**src/rtl/sio_pkg.sv**
```systemverilog
package sio_pkg;
  localparam int DW     = 8;
  localparam int NCH    = 2;
  localparam int NREG   = 8;
  localparam int PTR_W  = $clog2(NREG);

  localparam int PTR_STAT0 = 0;
  localparam int PTR_STAT1 = 1;
  localparam int PTR_VEC   = 2;
  localparam int REG_LINE  = 5;
  localparam int REG_OVRCL = 1;

  localparam int ST0_LINE1_BIT = 5;
  localparam int ST0_LINE7_BIT = 3;
  localparam int ST0_EMPTY_BIT = 2;
  localparam int ST0_FULL_BIT  = 0;
  localparam int ST1_OVR_BIT   = 5;

  // Status byte 0 built from line register and held flag
  function automatic logic [DW-1:0] mk_status0(input logic [DW-1:0] line_reg,
                                               input logic held);
    logic [DW-1:0] s;
    s = '0;
    s[ST0_LINE1_BIT] = line_reg[1];
    s[ST0_LINE7_BIT] = line_reg[7];
    s[ST0_EMPTY_BIT] = ~held;
    s[ST0_FULL_BIT]  = held;
    return s;
  endfunction

  // Status byte 1 built from overrun flag
  function automatic logic [DW-1:0] mk_status1(input logic ovr);
    logic [DW-1:0] s;
    s = '0;
    s[ST1_OVR_BIT] = ovr;
    return s;
  endfunction

  // Pointer after a control access
  function automatic logic [PTR_W-1:0] ptr_after(input logic [PTR_W-1:0] cur,
                                                 input logic is_wr,
                                                 input logic [PTR_W-1:0] wlow);
    return (is_wr && cur == '0) ? wlow : '0;
  endfunction
endpackage

```
**src/rtl/sio_addr_dec.sv**
```systemverilog
module sio_addr_dec
  import sio_pkg::*;
#(
  parameter logic [7:0] BASE = 8'hFC
) (
  input  logic            clk,
  input  logic            rst_n,
  input  logic            rd_en,
  input  logic            wr_en,
  input  logic [7:0]      addr,
  output logic [NCH-1:0]  data_wr,
  output logic [NCH-1:0]  data_rd,
  output logic [NCH-1:0]  ctl_wr,
  output logic [NCH-1:0]  ctl_rd
);
  localparam int HI_W = 6;

  logic hit;
  logic rd_eff;
  logic is_ctl;
  logic chan;

  assign hit    = (addr[7:2] == BASE[7:2]);
  assign rd_eff = rd_en & ~wr_en;
  assign is_ctl = addr[0];
  assign chan   = addr[1];

  always_comb begin
    data_wr = '0;
    data_rd = '0;
    ctl_wr  = '0;
    ctl_rd  = '0;
    if (hit) begin
      if (is_ctl) begin
        ctl_wr[chan] = wr_en;
        ctl_rd[chan] = rd_eff;
      end else begin
        data_wr[chan] = wr_en;
        data_rd[chan] = rd_eff;
      end
    end
  end

  AST_ONE_ACCESS: assert property (@(posedge clk) disable iff (!rst_n)
    $onehot0({data_wr, data_rd, ctl_wr, ctl_rd}));
  AST_MISS_QUIET: assert property (@(posedge clk) disable iff (!rst_n)
    (addr[7:2] != BASE[7:2]) |-> ({data_wr, data_rd, ctl_wr, ctl_rd} == '0));
endmodule

```
**src/rtl/sio_chan.sv**
```systemverilog
module sio_chan
  import sio_pkg::*;
#(
  parameter bit HAS_VEC = 1'b0
) (
  input  logic           clk,
  input  logic           rst_n,
  input  logic           data_wr,
  input  logic           data_rd,
  input  logic           ctl_wr,
  input  logic           ctl_rd,
  input  logic [DW-1:0]  wdata,
  input  logic [DW-1:0]  vec_in,
  output logic [DW-1:0]  rd_byte,
  output logic           vec_load
);
  logic [DW-1:0]    creg [NREG];
  logic [DW-1:0]    hold_q;
  logic             held_q;
  logic             ovr_q;
  logic [PTR_W-1:0] ptr;

  // Named internal events
  logic ovr_set_evt;
  logic ovr_clr_evt;
  logic ptr_load_evt;

  assign ptr          = creg[0][PTR_W-1:0];
  assign ovr_set_evt  = data_wr & held_q;
  assign ovr_clr_evt  = ctl_wr & (ptr == PTR_W'(REG_OVRCL));
  assign ptr_load_evt = ctl_wr & (ptr == '0);
  assign vec_load     = HAS_VEC & ctl_wr & (ptr == PTR_W'(PTR_VEC));

  // Control register bank
  always_ff @(posedge clk or negedge rst_n) begin
    if (!rst_n) begin
      for (int i = 0; i < NREG; i++) creg[i] <= '0;
    end else if (ctl_wr) begin
      if (ptr == '0) begin
        creg[0] <= wdata;
      end else begin
        creg[ptr] <= wdata;
        creg[0][PTR_W-1:0] <= ptr_after(ptr, 1'b1, wdata[PTR_W-1:0]);
      end
    end else if (ctl_rd) begin
      creg[0][PTR_W-1:0] <= ptr_after(ptr, 1'b0, wdata[PTR_W-1:0]);
    end
  end

  // Loopback holding register
  always_ff @(posedge clk or negedge rst_n) begin
    if (!rst_n) begin
      hold_q <= '0;
      held_q <= 1'b0;
    end else if (data_wr) begin
      hold_q <= wdata;
      held_q <= 1'b1;
    end else if (data_rd) begin
      held_q <= 1'b0;
    end
  end

  // Sticky overrun
  always_ff @(posedge clk or negedge rst_n) begin
    if (!rst_n)           ovr_q <= 1'b0;
    else if (ovr_set_evt) ovr_q <= 1'b1;
    else if (ovr_clr_evt) ovr_q <= 1'b0;
  end

  // Read mux
  always_comb begin
    rd_byte = '0;
    if (data_rd) begin
      rd_byte = held_q ? hold_q : '0;
    end else if (ctl_rd) begin
      case (ptr)
        PTR_W'(PTR_STAT0): rd_byte = mk_status0(creg[REG_LINE], held_q);
        PTR_W'(PTR_STAT1): rd_byte = mk_status1(ovr_q);
        PTR_W'(PTR_VEC):   rd_byte = HAS_VEC ? vec_in : '0;
        default:           rd_byte = '0;
      endcase
    end
  end

  AST_PTR_CLEAR: assert property (@(posedge clk) disable iff (!rst_n)
    (ctl_rd || (ctl_wr && ptr != '0)) |=> (ptr == '0));
  AST_PTR_LOAD: assert property (@(posedge clk) disable iff (!rst_n)
    ptr_load_evt |=> (ptr == $past(wdata[PTR_W-1:0])));
  AST_OVR_SET: assert property (@(posedge clk) disable iff (!rst_n)
    ovr_set_evt |=> ovr_q);
  AST_OVR_HOLD: assert property (@(posedge clk) disable iff (!rst_n)
    (ovr_q && !ovr_clr_evt) |=> ovr_q);
  AST_OVR_DROP: assert property (@(posedge clk) disable iff (!rst_n)
    (ovr_clr_evt && !ovr_set_evt) |=> !ovr_q);
  AST_DATA_CAPTURE: assert property (@(posedge clk) disable iff (!rst_n)
    data_wr |=> (held_q && hold_q == $past(wdata)));
  AST_DATA_DRAIN: assert property (@(posedge clk) disable iff (!rst_n)
    data_rd |=> !held_q);
  AST_EMPTY_ZERO: assert property (@(posedge clk) disable iff (!rst_n)
    (data_rd && !held_q) |-> (rd_byte == '0));
endmodule

```
**src/rtl/sio_regfile.sv**
```systemverilog
module sio_regfile
  import sio_pkg::*;
(
  input  logic       clk,
  input  logic       rst_n,
  input  logic       rd_en,
  input  logic       wr_en,
  input  logic [7:0] addr,
  input  logic [7:0] wdata,
  output logic [7:0] rdata
);
  localparam int VEC_CH = 1;

  logic [NCH-1:0] data_wr, data_rd, ctl_wr, ctl_rd;
  logic [NCH-1:0] vec_load;
  logic [DW-1:0]  ch_byte [NCH];
  logic [DW-1:0]  vec_q;
  logic           vec_evt;

  sio_addr_dec #(.BASE(8'hFC)) u_dec (
    .clk     (clk),
    .rst_n   (rst_n),
    .rd_en   (rd_en),
    .wr_en   (wr_en),
    .addr    (addr),
    .data_wr (data_wr),
    .data_rd (data_rd),
    .ctl_wr  (ctl_wr),
    .ctl_rd  (ctl_rd)
  );

  for (genvar c = 0; c < NCH; c++) begin : g_ch
    sio_chan #(.HAS_VEC(c == VEC_CH)) u_ch (
      .clk      (clk),
      .rst_n    (rst_n),
      .data_wr  (data_wr[c]),
      .data_rd  (data_rd[c]),
      .ctl_wr   (ctl_wr[c]),
      .ctl_rd   (ctl_rd[c]),
      .wdata    (wdata),
      .vec_in   (vec_q),
      .rd_byte  (ch_byte[c]),
      .vec_load (vec_load[c])
    );
  end

  assign vec_evt = |vec_load;

  always_ff @(posedge clk or negedge rst_n) begin
    if (!rst_n)       vec_q <= '0;
    else if (vec_evt) vec_q <= wdata;
  end

  always_comb begin
    rdata = '0;
    for (int c = 0; c < NCH; c++) rdata |= ch_byte[c];
  end

  AST_VEC_LOAD: assert property (@(posedge clk) disable iff (!rst_n)
    vec_evt |=> (vec_q == $past(wdata)));
  AST_VEC_KEEP: assert property (@(posedge clk) disable iff (!rst_n)
    !vec_evt |=> $stable(vec_q));
  AST_QUIET_BUS: assert property (@(posedge clk) disable iff (!rst_n)
    !(rd_en && !wr_en) |-> (rdata == 8'h00));
  AST_BOTH_STROBES: assert property (@(posedge clk) disable iff (!rst_n)
    (rd_en && wr_en) |-> (rdata == 8'h00));
endmodule

```
**config.mk**
```make
export PLATFORM = sky130hd
export DESIGN_NAME = sio_regfile
export DESIGN_NICKNAME = d
export VERILOG_FILES = /design/src/rtl/sio_pkg.sv /design/src/rtl/sio_addr_dec.sv /design/src/rtl/sio_chan.sv /design/src/rtl/sio_regfile.sv
export SDC_FILE = /design/constraint.sdc
export NUM_CORES = 1
export LEC_CHECK = 0
export ABC_AREA = 0
export BUFFER_PORTS_ARGS = -buffer_cell sky130_fd_sc_hd__buf_2
export CORE_ASPECT_RATIO = 1.25
export CORE_MARGIN = 4
export CORE_UTILIZATION = 40
export DETAILED_ROUTE_END_ITERATION = 10
export GPL_TIMING_DRIVEN = 0
export PLACE_DENSITY_LB_ADDON = 0.3
export SETUP_SLACK_MARGIN = 0.3
export SYNTH_ARGS = -nofsm -noshare
export SYNTH_HDL_FRONTEND = slang
export SYNTH_SLANG_ARGS = --single-unit
```
**constraint.sdc**
```tcl
create_clock -name clk -period 1.5 [get_ports clk]
set_clock_uncertainty 0.1 [all_clocks]
set_input_delay 0.15 -clock clk [delete_from_list [all_inputs] [get_ports clk]]
set_output_delay 0.15 -clock clk [all_outputs]
set_load 0.01 [all_outputs]
```
[Word-level counts from Yosys, hierarchy flattened]
Cells that the tools add are included.
Storage, ports and cells
  register bits: 156
  bits in latches: 0
  RAM bits: 0
  bits in read-only memories: 0
  bits of input ports: 20
  memories: 0
Operators by class
  $add $sub $neg: 0
  $mul: 0
  divide/modulo/power cells: 0
  $lt $le $gt $ge: 6
  eq/ne operators: 4
  shift-type cells: 0
  muxes and demuxes: 38
  bitwise operators: 16
  reductions and logical operators: 13
Operator list (count)
  $bwmux 64: 2
  $mux 8: 10
  $demux 8 s3: 2
  $pmux 8 s3: 1
  $mux 2: 8
  $mux 3: 4
  $pmux 6 s2: 1
  $reduce_bool 2->1: 6
  $mux 1: 9
  $ge 4x4->1 const B: 2
  $lt 4x1->1 const B: 2
  $not 3->4: 2
  $or 8x8->8: 1
  $and 1x1->1: 6
  $eq 3x1->1 const B: 2
  $eq 6x6->1 const B: 1
  $logic_not 3->1: 2
  $not 1->1: 5
  $and 2x2->2: 2
  $reduce_and 2->1: 2
  $eq 3x2->1 const B: 1
  $logic_and 1x1->1: 3
  $lt 1x2->1 const B: 1
  $demux 1 s1: 1
  $ge 1x1->1 const B: 1

[Longest topological paths before layout]
Gate-level depths: netlist of the first run.
  depth after elaboration: 10
  gate-level depth with buffers: 6
  mapped depth without buffers: 5

[By module]
From an unflattened synthesis of the first run, not the netlist that was laid out.
Unflattened totals
  cell total of the unflattened synthesis: 158
  area, all modules: 1929.4 um2
Modules (own cells, without submodules)
  sio_chan at g_ch[1].u_ch: times used 1, cells an instance 64, area each 783.3 um2, seq. area each 375.4 um2
  sio_chan at g_ch[0].u_ch: times used 1, cells an instance 54, area each 701.9 um2, seq. area each 375.4 um2
  sio_regfile: times used 1, cells an instance 25, area each 351.6 um2, seq. area each 200.2 um2
  sio_addr_dec: times used 1, cells an instance 15, area each 92.6 um2, seq. area each 0.0 um2

[Least setup slack after synthesis of the first run]
Ideal clock, no wire load.
  path kind: register -> register
  start point: register g_ch[1].u_ch.creg[56] in the netlist's numbering
  end point: register vec_q[0]
  library setup time: 125 ps
  arrival time: 1344 ps
  required time: 1275 ps
  path slack: -69 ps
  stages on the path, launching flop included: 5
  clock period less this slack: 1569 ps
  cells stage by stage: dfrtp_1 -> nor3_2 -> and3_1 -> buf_6 -> mux2_2
Between the ends
  word-level cells in the longest chain between the ends: 2
Ends and longest elaborated chain
  start, declared: line sio_chan.sv:17  | logic [DW-1:0] creg [NREG];
  start signal, assigned by index: line sio_chan.sv:42  | creg[ptr] <= wdata;
  start signal, assigned by index: line sio_chan.sv:43  | creg[0][PTR_W-1:0] <= ptr_after(ptr, 1'b1, wdata[PTR_W-1:0]);
  start signal, assigned by index: line sio_chan.sv:46  | creg[0][PTR_W-1:0] <= ptr_after(ptr, 1'b0, wdata[PTR_W-1:0]);
  $eq 3x2->1: line sio_chan.sv:32  | assign vec_load = HAS_VEC & ctl_wr & (ptr == PTR_W'(PTR_VEC));
  $and 1x1->1: line sio_chan.sv:32
  end signal, assigned: line sio_regfile.sv:51  | else if (vec_evt) vec_q <= wdata;
  end, declared: line sio_regfile.sv:17  | logic [DW-1:0] vec_q;
Every way passes these cells.
A chain may end at the register's enable or synchronous reset.

[Final worst setup path of the first run]
  start point: register g_ch[0].u_ch.creg[56] in the netlist's numbering
  end point: output rdata[5]
Between the ends
  word-level cells in the longest chain between the ends: 5
  elaborated cells between the ends (all ways): 6
  those cells by class: eq/ne (1); mux (3); bitwise (1); reduce/logical (1)
Ends and longest elaborated chain
  start, declared: line sio_chan.sv:17
  start signal, assigned by index: line sio_chan.sv:42
  start signal, assigned by index: line sio_chan.sv:43
  start signal, assigned by index: line sio_chan.sv:46
  $eq 3x1->1 or $logic_not 3->1 (tied branches)
  $pmux 6 s2 (*): line sio_chan.sv:76  | case (ptr)
  $mux 8 (*): line sio_chan.sv:75  | end else if (ctl_rd) begin
  $mux 8 (*): line sio_chan.sv:73  | if (data_rd) begin
  $or 8x8->8 (*): line sio_regfile.sv:56  | for (int c = 0; c < NCH; c++) rdata |= ch_byte[c];
  end, declared: line sio_regfile.sv:10  | output logic [7:0] rdata
Every way passes the cells marked *; elsewhere a longest branch is shown, timed or not.

==> impl_results.md, run 1 <==
* Status: finished, violations left
* Violated checks: negative hold slack, negative setup slack
* First-pass GRT wire length at 8580 um
* Post-layout nets at 234
* Synthesized area per cell at around 12 um2
* Rel. slew slack at 44.3%
* Number of global-route vias before repair at 1,638
* Psw at 542 uW
* Final Max Slew Viols at 0
* Dpl hpwl at 3470 um
* Final Hold Fails at 38
* Syn_nets at approximately 190
* Core region area at 0.00469 mm2
* Worst R2R Setup Slack at -240 ps
* Min Clock Period, post-route at 1870 ps
* Crit Path Class: register to primary output
* Total power at between 2000 and 2500 uW
* Share of layout cells above drive strength 1 at 51.6%
* Aggregate routed wire length at 5290 um
* Worst path slowest cell: dfrtp_1
* CP max stage delay at 460 ps
* Fin Setup TNS at -4420 ps
* H-tree levels at 2
* Io pins at 28
* 1st-pass router iterations at 4
* Synth unique cells at 39
* Via density at roughly 5.8
* Layout Utilization at between 50% and 60%
* Peak fanout along the critical path at 6
* Die area at 0.00601 mm2
* I/O Buffers at 25
* Seq/Total Area, Yosys at 49.3%
* DRC violations left at 0
* Post-Syn Area at 0.00193 mm2
* RSZ-0062 raised after global routing: yes
* Diodes inserted at 0
* Seq cells post-synth at 38
* Setup Viol. Count Final at 18
* Total GRT Usage at between 10% and 20%
* Site Rows at 28
* Setup crit end kind: primary output
* Initial antenna violation count at 0
* Area contributors post-synth: dfrtp_1, mux2_2, nand4_1, a22o_1, o211ai_1
* Maxcap violations at 0
* Final worst path period share at 125%
* Worst-path clk slew at 80 ps
* Commonest register cell after synthesis: dfrtp_1
* Num CTS Buffers at 5
* Area leader, netlist: dfrtp_1
* Clock Sinks at 38
* Hold Crit Class: input pin to async pin
* Placed cells at 252
* Slew @ Worst Pin at 836 ps
* Fmax at 534 MHz
* Final setup margin at -373 ps
* Initial core utilization at 41.1%
* Hold Slack at -149 ps
* PD cells at 843 mW/mm2
* Wirelength per Cell at 19.2 um
* Share of power burned in registers at 49.3%
* Routed vias at 1,585
* CTS Root Cell: clkbuf_8
* Die height at 85.7 um
* Warnings from Yosys at 0
* Pin count of the biggest net entering global routing at 39
* Placer Congestion at 0.797
* Crit path launch type: register
* Place WS at -160 ps
* Crit path max-delay family: flip-flops
* Cells after synthesis at 167
* Max clock buf depth at 2
* Fin cells at 275
* Sw frac at 24.6%
* TritonCTS clock tree: built
* Clock power frac at between 30% and 40%
* Grt total ovfl at 0
* CP Buf/Inv Count at 1
* Comb power frac at 11.3%
* Antenna viol nets, final at 0
* Ys async rst share at 100%
* Internal Power at ~1700 uW
* Clock Latency Late Sink at 290 ps
* P_leak at 0.00120 uW
* Horiz. Die Dim at 70.1 um
* Critical path cell sequence: mux2_4, a32o_2, nand2_1, o211ai_1, buf_2
* DRT iter0 DRCs at around 70
* Worst EP required at 1250 ps
* Synth-to-Final Area Change at 35.4%
* Synth top area share at 49.3%
* Number of synthesized flops with an enable pin at 0
* Maximum vdd drop at 0.586 mV
* CP arrival at around 1600 ps
cells in the final DEF, fill, tap and decap left out, types with 5 or more instances in the layout:
cell type / n
nor2_1: 5
nand4_1: 15
clkbuf_8: 6
nand2_1: 7
buf_4: 13
buf_6: 8
dfrtp_1: 35
mux2_2: 9
a22o_1: 7
o211ai_1: 5
mux2_4: 20
buf_2: 22
state kept, by name, summed over array words and instances (netlist names):
register and count:
vec_q 8, g_ch.u_ch.creg 10, g_ch.u_ch.hold_q 16, g_ch.u_ch.ovr_q 2, g_ch.u_ch.held_q 2
power by group through the flow:
stage               logic [uW]  registers [uW]  clock network (uW)
floorplan                  118            1100                   0
global placement           201            1100                   0
detailed placement         204            1100                   0
CTS                        234            1080                 875
global route               272            1090                 924
finish                     250            1090                 866
metal layers:
| metal | vias up | global-route usage [%] | share of wire, % |
|---|---|---|---|
| met5 | - | 0 | 0 |
| met4 | 0 | 7.49 | 2.3 |
| met3 | 10 | 4.81 | 5.5 |
| met2 | 47 | 30.2 | 50 |
| met1 | 793 | 23.7 | 42 |
| li1 | 735 | - | - |
cell usage after synthesis, types with 3 or more instances:
| master | instances |
|---|---|
| o211ai_1 | 5 |
| o21ai_0 | 4 |
| nor2_1 | 6 |
| mux2_2 | 29 |
| o22ai_1 | 3 |
| dfrtp_1 | 38 |
| a22o_1 | 7 |
| a32oi_1 | 3 |
| clkbuf_1 | 4 |
| nor2b_1 | 4 |
| and3_1 | 3 |
| nand4_1 | 15 |
| nand3_1 | 4 |
| nand2_1 | 8 |
| a21oi_1 | 3 |
repair_timing:
action / in CTS / in global routing
resized for setup: 15 / 13
buffers inserted: 8 / 7
setup endpoints to repair: 35 / 37
gates cloned: 0 / 0
pin swaps: 13 / 9
hold endpoints to repair: 38 / 38
per-stage QoR:
stage,hold slack (ps),cell area [um2]
6_report,-149,2610
5_1_grt,-86.1,2610
4_1_cts,-112,2500
3_5_place_dp,207,2270
3_3_place_gp,208,2270
2_1_floorplan,-246,2070
final cells by class:
| type | count | area, um2 |
|---|---|---|
| buffer | 9 | 77.6 |
| clock buffer | 5 | 68.8 |
| clock inverter | 3 | 40.0 |
| fill | 417 | 2080 |
| inverter | 3 | 13.8 |
| multi-input combinational | 117 | 1100 |
| sequential | 38 | 955 |
| tap | 60 | 75.1 |
| timing repair buffer | 40 | 287 |
logic make-up after synthesis:
family          Yosys count  share of synthesized area (%)
compound gates           30                           11.5
flops                    38                           49.3
mux                      31                           18.0
buf+inv                  12                           3.24
simple gates             56                           18.0
final timing paths:
kind                                        from                     to  depth (start not counted)
max in group asynchronous                  rst_n  g_ch[1].u_ch.creg[56]                          1
min in group clk                        wdata[4]               vec_q[4]                          2
setup / recovery           g_ch[0].u_ch.creg[56]               rdata[5]                          5
hold / removal                             rst_n               vec_q[1]                          1
hold reg to reg               g_ch[0].u_ch.ovr_q     g_ch[0].u_ch.ovr_q                          2
setup reg to reg           g_ch[1].u_ch.creg[56]               vec_q[0]                          5
No activity file was read; power rests on OpenSTA's default activity.
==> inputs of run 2 (changes only) <==
--- a/config.mk
+++ b/config.mk
@@ -13,7 +13,7 @@
 export DETAILED_ROUTE_END_ITERATION = 10
 export GPL_TIMING_DRIVEN = 0
 export PLACE_DENSITY_LB_ADDON = 0.3
-export SETUP_SLACK_MARGIN = 0.3
+export SETUP_SLACK_MARGIN = 0.1
 export SYNTH_ARGS = -nofsm -noshare
 export SYNTH_HDL_FRONTEND = slang
 export SYNTH_SLANG_ARGS = --single-unit
==> impl_results.md, run 2 (synthesized netlist as in run 1, its figures left out) <==
* Placed cells at 252
* Worst hold path depth at 2
* Clock Latency Late Sink at 290 ps
* GRT busiest layer: met2
* Status: finished, violations left
* Post-layout nets at 232
* Grt met1 use at roughly a fifth
* Largest Register: g_ch.u_ch.hold_q
* DP Area at 0.00217 mm2
* Final setup margin at -366 ps
* Wirelength per Cell at 18.0 um
* Dpl hpwl at 3330 um
* Critical path startpoint: g_ch[0].u_ch.creg[57]
* Violated checks: negative setup slack
* Filler instances at 433
* Crit path launch type: register
* FF-to-FF Start: g_ch[1].u_ch.creg[56]
* P_leak at 0.00115 uW
* Worst EP required at between 1000 and 1500 ps
* Grt met2 use at between 20% and 30%
* Setup crit end kind: primary output
* Setup Viol. Count Final at 20
* Io pins at 28
* Pin count of the biggest net entering global routing at 39
* Fmax at 536 MHz
* Hold Crit Class: input pin to register
* Worst Hold Path EP: vec_q[4]
* DRT iter0 DRCs at 81
* Place WS at -367 ps
* Peak fanout along the critical path at 3
* CP arrival at 1620 ps
* Met3 Use GR at 4.22%
* Slew @ Worst Pin at 832 ps
* Clock Sinks at 38
* 1st-pass router iterations at 4
* Placer Congestion at 0.834
* Crit Path Class: register to primary output
* Hold Slack at roughly 10 ps
* Horiz. Die Dim at 70.1 um
* Grt total ovfl at 0
* Synth-to-Final Area Change at 33.7%
* Worst R2R Setup Slack at -200 ps
* Rel. slew slack at between 40 and 50%
* Max FFs per register at 16
* CTS Root Cell: clkbuf_8
* Maxcap violations at 0
* Commonest cells after routing, fill and taps aside: dfrtp_1, buf_2, mux2_2, nand4_1, mux2_4
* Initial antenna violation count at 0
* First-pass GRT wire length at 8010 um
* Initial core utilization at 41.1%
* Worst min-delay path startpoint: wdata[4]
* Die area at approximately 0.006 mm2
* Max clock buf depth at 2
* Final Max Slew Viols at 0
* Final Hold Fails at 0
* H-tree levels at 2
* Routed vias at 1,529
* Min Clock Period, post-route at roughly 1900 ps
* RSZ-0062 raised after global routing: yes
* Via density at 5.60
* PD cells at 933 mW/mm2
* Largest registers: g_ch.u_ch.hold_q (16), g_ch.u_ch.creg (10), vec_q (8)
* Total GRT Usage at 16.9%
* Worst-path clk slew at 80 ps
* TritonCTS clock tree: built
* Diodes inserted at 0
* R2R Path End: vec_q[0]
* DRC violations left at 0
* Fin cells at 273
* Share of layout cells above drive strength 1 at between 50% and 60%
* Final worst path period share at 124%
* Die height at 85.7 um
* Aggregate routed wire length at 4920 um
* Layout Utilization at 55.0%
* Number of global-route vias before repair at approximately 1.6k
* Maximum vdd drop at about 0.56 mV
* Reg2Reg Depth at 5
* Num CTS Buffers at 5
* Antenna viol nets, final at 0
* Most common cell after layout, fill and taps aside: dfrtp_1
* Site Rows at 28
* Core region area at 0.00469 mm2
* I/O Buffers at 25
* Finished Cell Area at 0.00258 mm2
[run 2: stage by stage]
stage / setup TNS, ps / total power (uW)
floorplan: -15.4 / 1200
global route: -5810 / 2500
CTS: -4250 / 2410
global placement: -5940 / 1290
finish: -4310 / 2410
detailed placement: -6180 / 1290
[run 2: layout make-up]
cell class | count | area, um2 | share of cell area (%)
sequential | 38 | 956 | 37.1
tap | 60 | 75.1 | 2.91
multi-input combinational | 117 | 1070 | 41.7
clock buffer | 6 | 82.6 | 3.20
buffer | 9 | 80.1 | 3.10
inverter | 3 | 11.3 | 0.436
timing repair buffer | 38 | 240 | 9.31
clock inverter | 2 | 60.1 | 2.33
[run 2: timing repair]
| item | in CTS | in global routing |
|---|---|---|
| setup buffers | 9 | 3 |
| gates resized for setup | 23 | 17 |
| pin swaps | 10 | 10 |
| endpoints found under the hold margin | 38 | 0 |
| hold buffers | 1 | 0 |
| setup endpoints to repair | 33 | 27 |
[run 2: critical path, cell delays in order (launching register included)]
cell,delay (ps)
dfrtp_1,410
nor4_4,300
buf_4,170
a32o_1,130
nand2_1,60
o211ai_1,90
buf_2,160
[run 2: power breakdown]
group          internal [uW]  switching [uW]  total, uW
logic                    109             136        244
clock network            709             371       1080
registers               1060            25.7       1080
[run 2: worst max-delay path by stage]
stage / end / slack, ps / cells past startpoint
detailed placement: rdata[7] / -370 / 7
floorplan: vec_q[0] / -2 / 4
finish: rdata[5] / -370 / 6
global placement: rdata[7] / -340 / 7
global route: rdata[5] / -460 / 6
CTS: rdata[5] / -370 / 6
[run 2: routing by layer]
layer | routed length (um) | vias to the layer above
met5 | 0 | -
met1 | 2130 | 773
met4 | 121 | 0
met3 | 138 | 10
li1 | - | 727
met2 | 2520 | 19
==> inputs of run 3 (changes only) <==
--- a/config.mk
+++ b/config.mk
@@ -13,6 +13,7 @@
 export DETAILED_ROUTE_END_ITERATION = 10
 export GPL_TIMING_DRIVEN = 0
 export PLACE_DENSITY_LB_ADDON = 0.3
+export REMOVE_ABC_BUFFERS = 1
 export SETUP_SLACK_MARGIN = 0.1
 export SYNTH_ARGS = -nofsm -noshare
 export SYNTH_HDL_FRONTEND = slang
==> impl_results.md, run 3 (synthesized netlist as in run 1, its figures left out) <==
* Site Rows at 28
* Hold Crit Class: input pin to register
* Placed cells at about 250
* I/O Buffers at 27
* FF+latch area at 957 um2
* 1st-pass router iterations at 4
* Final worst path period share at 126%
* Io pins at 28
* Num CTS Buffers at 5
* Peak fanout along the critical path at 4
* Grt total ovfl at 0
* CP arrival at 1630 ps
* Final Hold Fails at 0
* CTS Root Cell: clkbuf_8
* Total GRT Usage at around 17%
* Worst-path clk slew at 70 ps
* Clock Sinks at 38
* Largest registers: g_ch.u_ch.hold_q (16), g_ch.u_ch.creg (10), vec_q (8)
* Layout Utilization at 51.9%
* H-tree levels at 2
* Largest Register: g_ch.u_ch.hold_q
* Diodes inserted at 0
* CP Buf/Inv Count at 1
* Commonest cells after routing, fill and taps aside: dfrtp_1, buf_2, mux2_2, nand4_1, buf_4
* Status: finished, violations left
* Pin count of the biggest net entering global routing at 39
* Crit path max-delay family: simple AND/OR/NAND/NOR gates
* End point of the critical path: rdata[3]
* Routed vias at 1,557
* TritonCTS clock tree: built
* Worst min-delay path startpoint: wdata[4]
* Min Clock Period, post-route at 1880 ps
* Worst path slowest cell: dfrtp_1
* Number of global-route vias before repair at 1,555
* Fmax at 531 MHz
* R2R Path End: vec_q[0]
* Filler instances at 443
* Synth-to-Final Area Change at 26.3%
* DP Area at 0.00209 mm2
* FF-to-FF Start: g_ch[1].u_ch.creg[58]
* Finished Cell Area at 0.00244 mm2
* Multi-input logic area at 0.00105 mm2
* Die area at 0.00601 mm2
* Share of layout cells above drive strength 1 at 49.8%
* P_leak at 0.00109 uW
* Clock Latency Late Sink at 290 ps
* Max FFs per register at 16
* Wirelength per Cell at roughly 19 um
* Critical path depth in cells at 5
* Final Max Slew Viols at 0
* Rel. slew slack at 64.9%
* Worst R2R Setup Slack at -240 ps
* DRC violations left at 0
* First-pass GRT wire length at 7990 um
* Worst EP required at 1250 ps
* Max clock buf depth at 2
* Maxcap violations at 0
* Reg2Reg Depth at 4
* Most common cell after layout, fill and taps aside: dfrtp_1
* RSZ-0062 raised after global routing: yes
* PD cells at approximately 830 mW/mm2
* Final setup margin at -385 ps
* Core region area at 0.00469 mm2
* Dpl hpwl at 3130 um
* DRT iter0 DRCs at around 120
* Placer Congestion at 0.822
* Crit Path Class: register to primary output
* Setup Viol. Count Final at 18
* Violated checks: negative setup slack
* Initial core utilization at 41.1%
* Horiz. Die Dim at approximately 70 um
* Maximum vdd drop at 0.473 mV
* Critical path cell sequence: nor4_4, nor2b_4, a21oi_1, nor2_1, buf_2
* Initial antenna violation count at 0
* Critical path startpoint: g_ch[0].u_ch.creg[58]
* CP max stage delay at about 420 ps
* Fin cells at 265
* Setup crit end kind: primary output
* Slew @ Worst Pin at about 530 ps
* Fin Setup TNS at -4500 ps
* Post-layout nets at 226
* Die height at 85.7 um
* Antenna viol nets, final at 0
* Crit path launch type: register
* Via density at 5.88
* Aggregate routed wire length at around 4900 um
==> run 3: cell count changes in the layout (fill, tap and decap cells not counted), sizes merged <==
| cell | previous run | this run |
|---|---|---|
| buf | 42 | 39 |
| clkbuf | 10 | 7 |
| bufinv | 2 | 0 |
==> run 3: layout make-up <==
cell class                      count  share of cell area [%]
Multi-Input combinational cell    117                    43.1
Sequential cell                    38                    39.3
Timing Repair Buffer               41                    10.7
Clock buffer                        6                    3.39
Tap cell                           60                    3.08
Inverter                            3                   0.462
==> run 3: per-layer routing <==
metal,GRT usage [%],wire length [um],part of all wire [%]
met1,21.6,2110,43
met4,5.23,68,1.4
met3,3.75,190,3.8
met2,30.1,2560,52
met5,0,0,0
==> run 3: how the worst min path moves through the flow <==
stage | end | slack [ps] | cells after the start
6_report | vec_q[4] | 20 | 2
5_1_grt | vec_q[6] | 30 | 2
4_1_cts | g_ch[1].u_ch.hold_q[6] | 20 | 2
3_5_place_dp | g_ch[1].u_ch.hold_q[6] | 200 | 1
3_3_place_gp | g_ch[1].u_ch.hold_q[6] | 200 | 1
2_1_floorplan | g_ch[0].u_ch.creg[17] | -250 | 0
==> run 3: power breakdown <==
group          leakage (uW)  internal, uW  switching [uW]  total [uW]
clock network     0.0000431           355             348         703
logic              0.000530          93.2             127         220
registers          0.000518          1060            31.6        1090
total               0.00109          1510             507        2010
==> run 3: through the flow <==
| stage | total power [uW] | hold WS, ps | worst slack (ps) |
|---|---|---|---|
| detailed placement | 1270 | 196 | -555 |
| global route | 2090 | 26.9 | -470 |
| floorplan | 1180 | -246 | -138 |
| CTS | 2010 | 18.5 | -350 |
| global placement | 1270 | 201 | -557 |
| finish | 2010 | 20.5 | -385 |
==> run 3: what timing repair did <==
item / CTS / global route
hold buffers: 1 / 0
pin swaps: 8 / 12
gates resized for setup: 27 / 14
setup endpoints to repair: 34 / 40
setup buffers: 8 / 6
endpoints found under the hold margin: 38 / 0
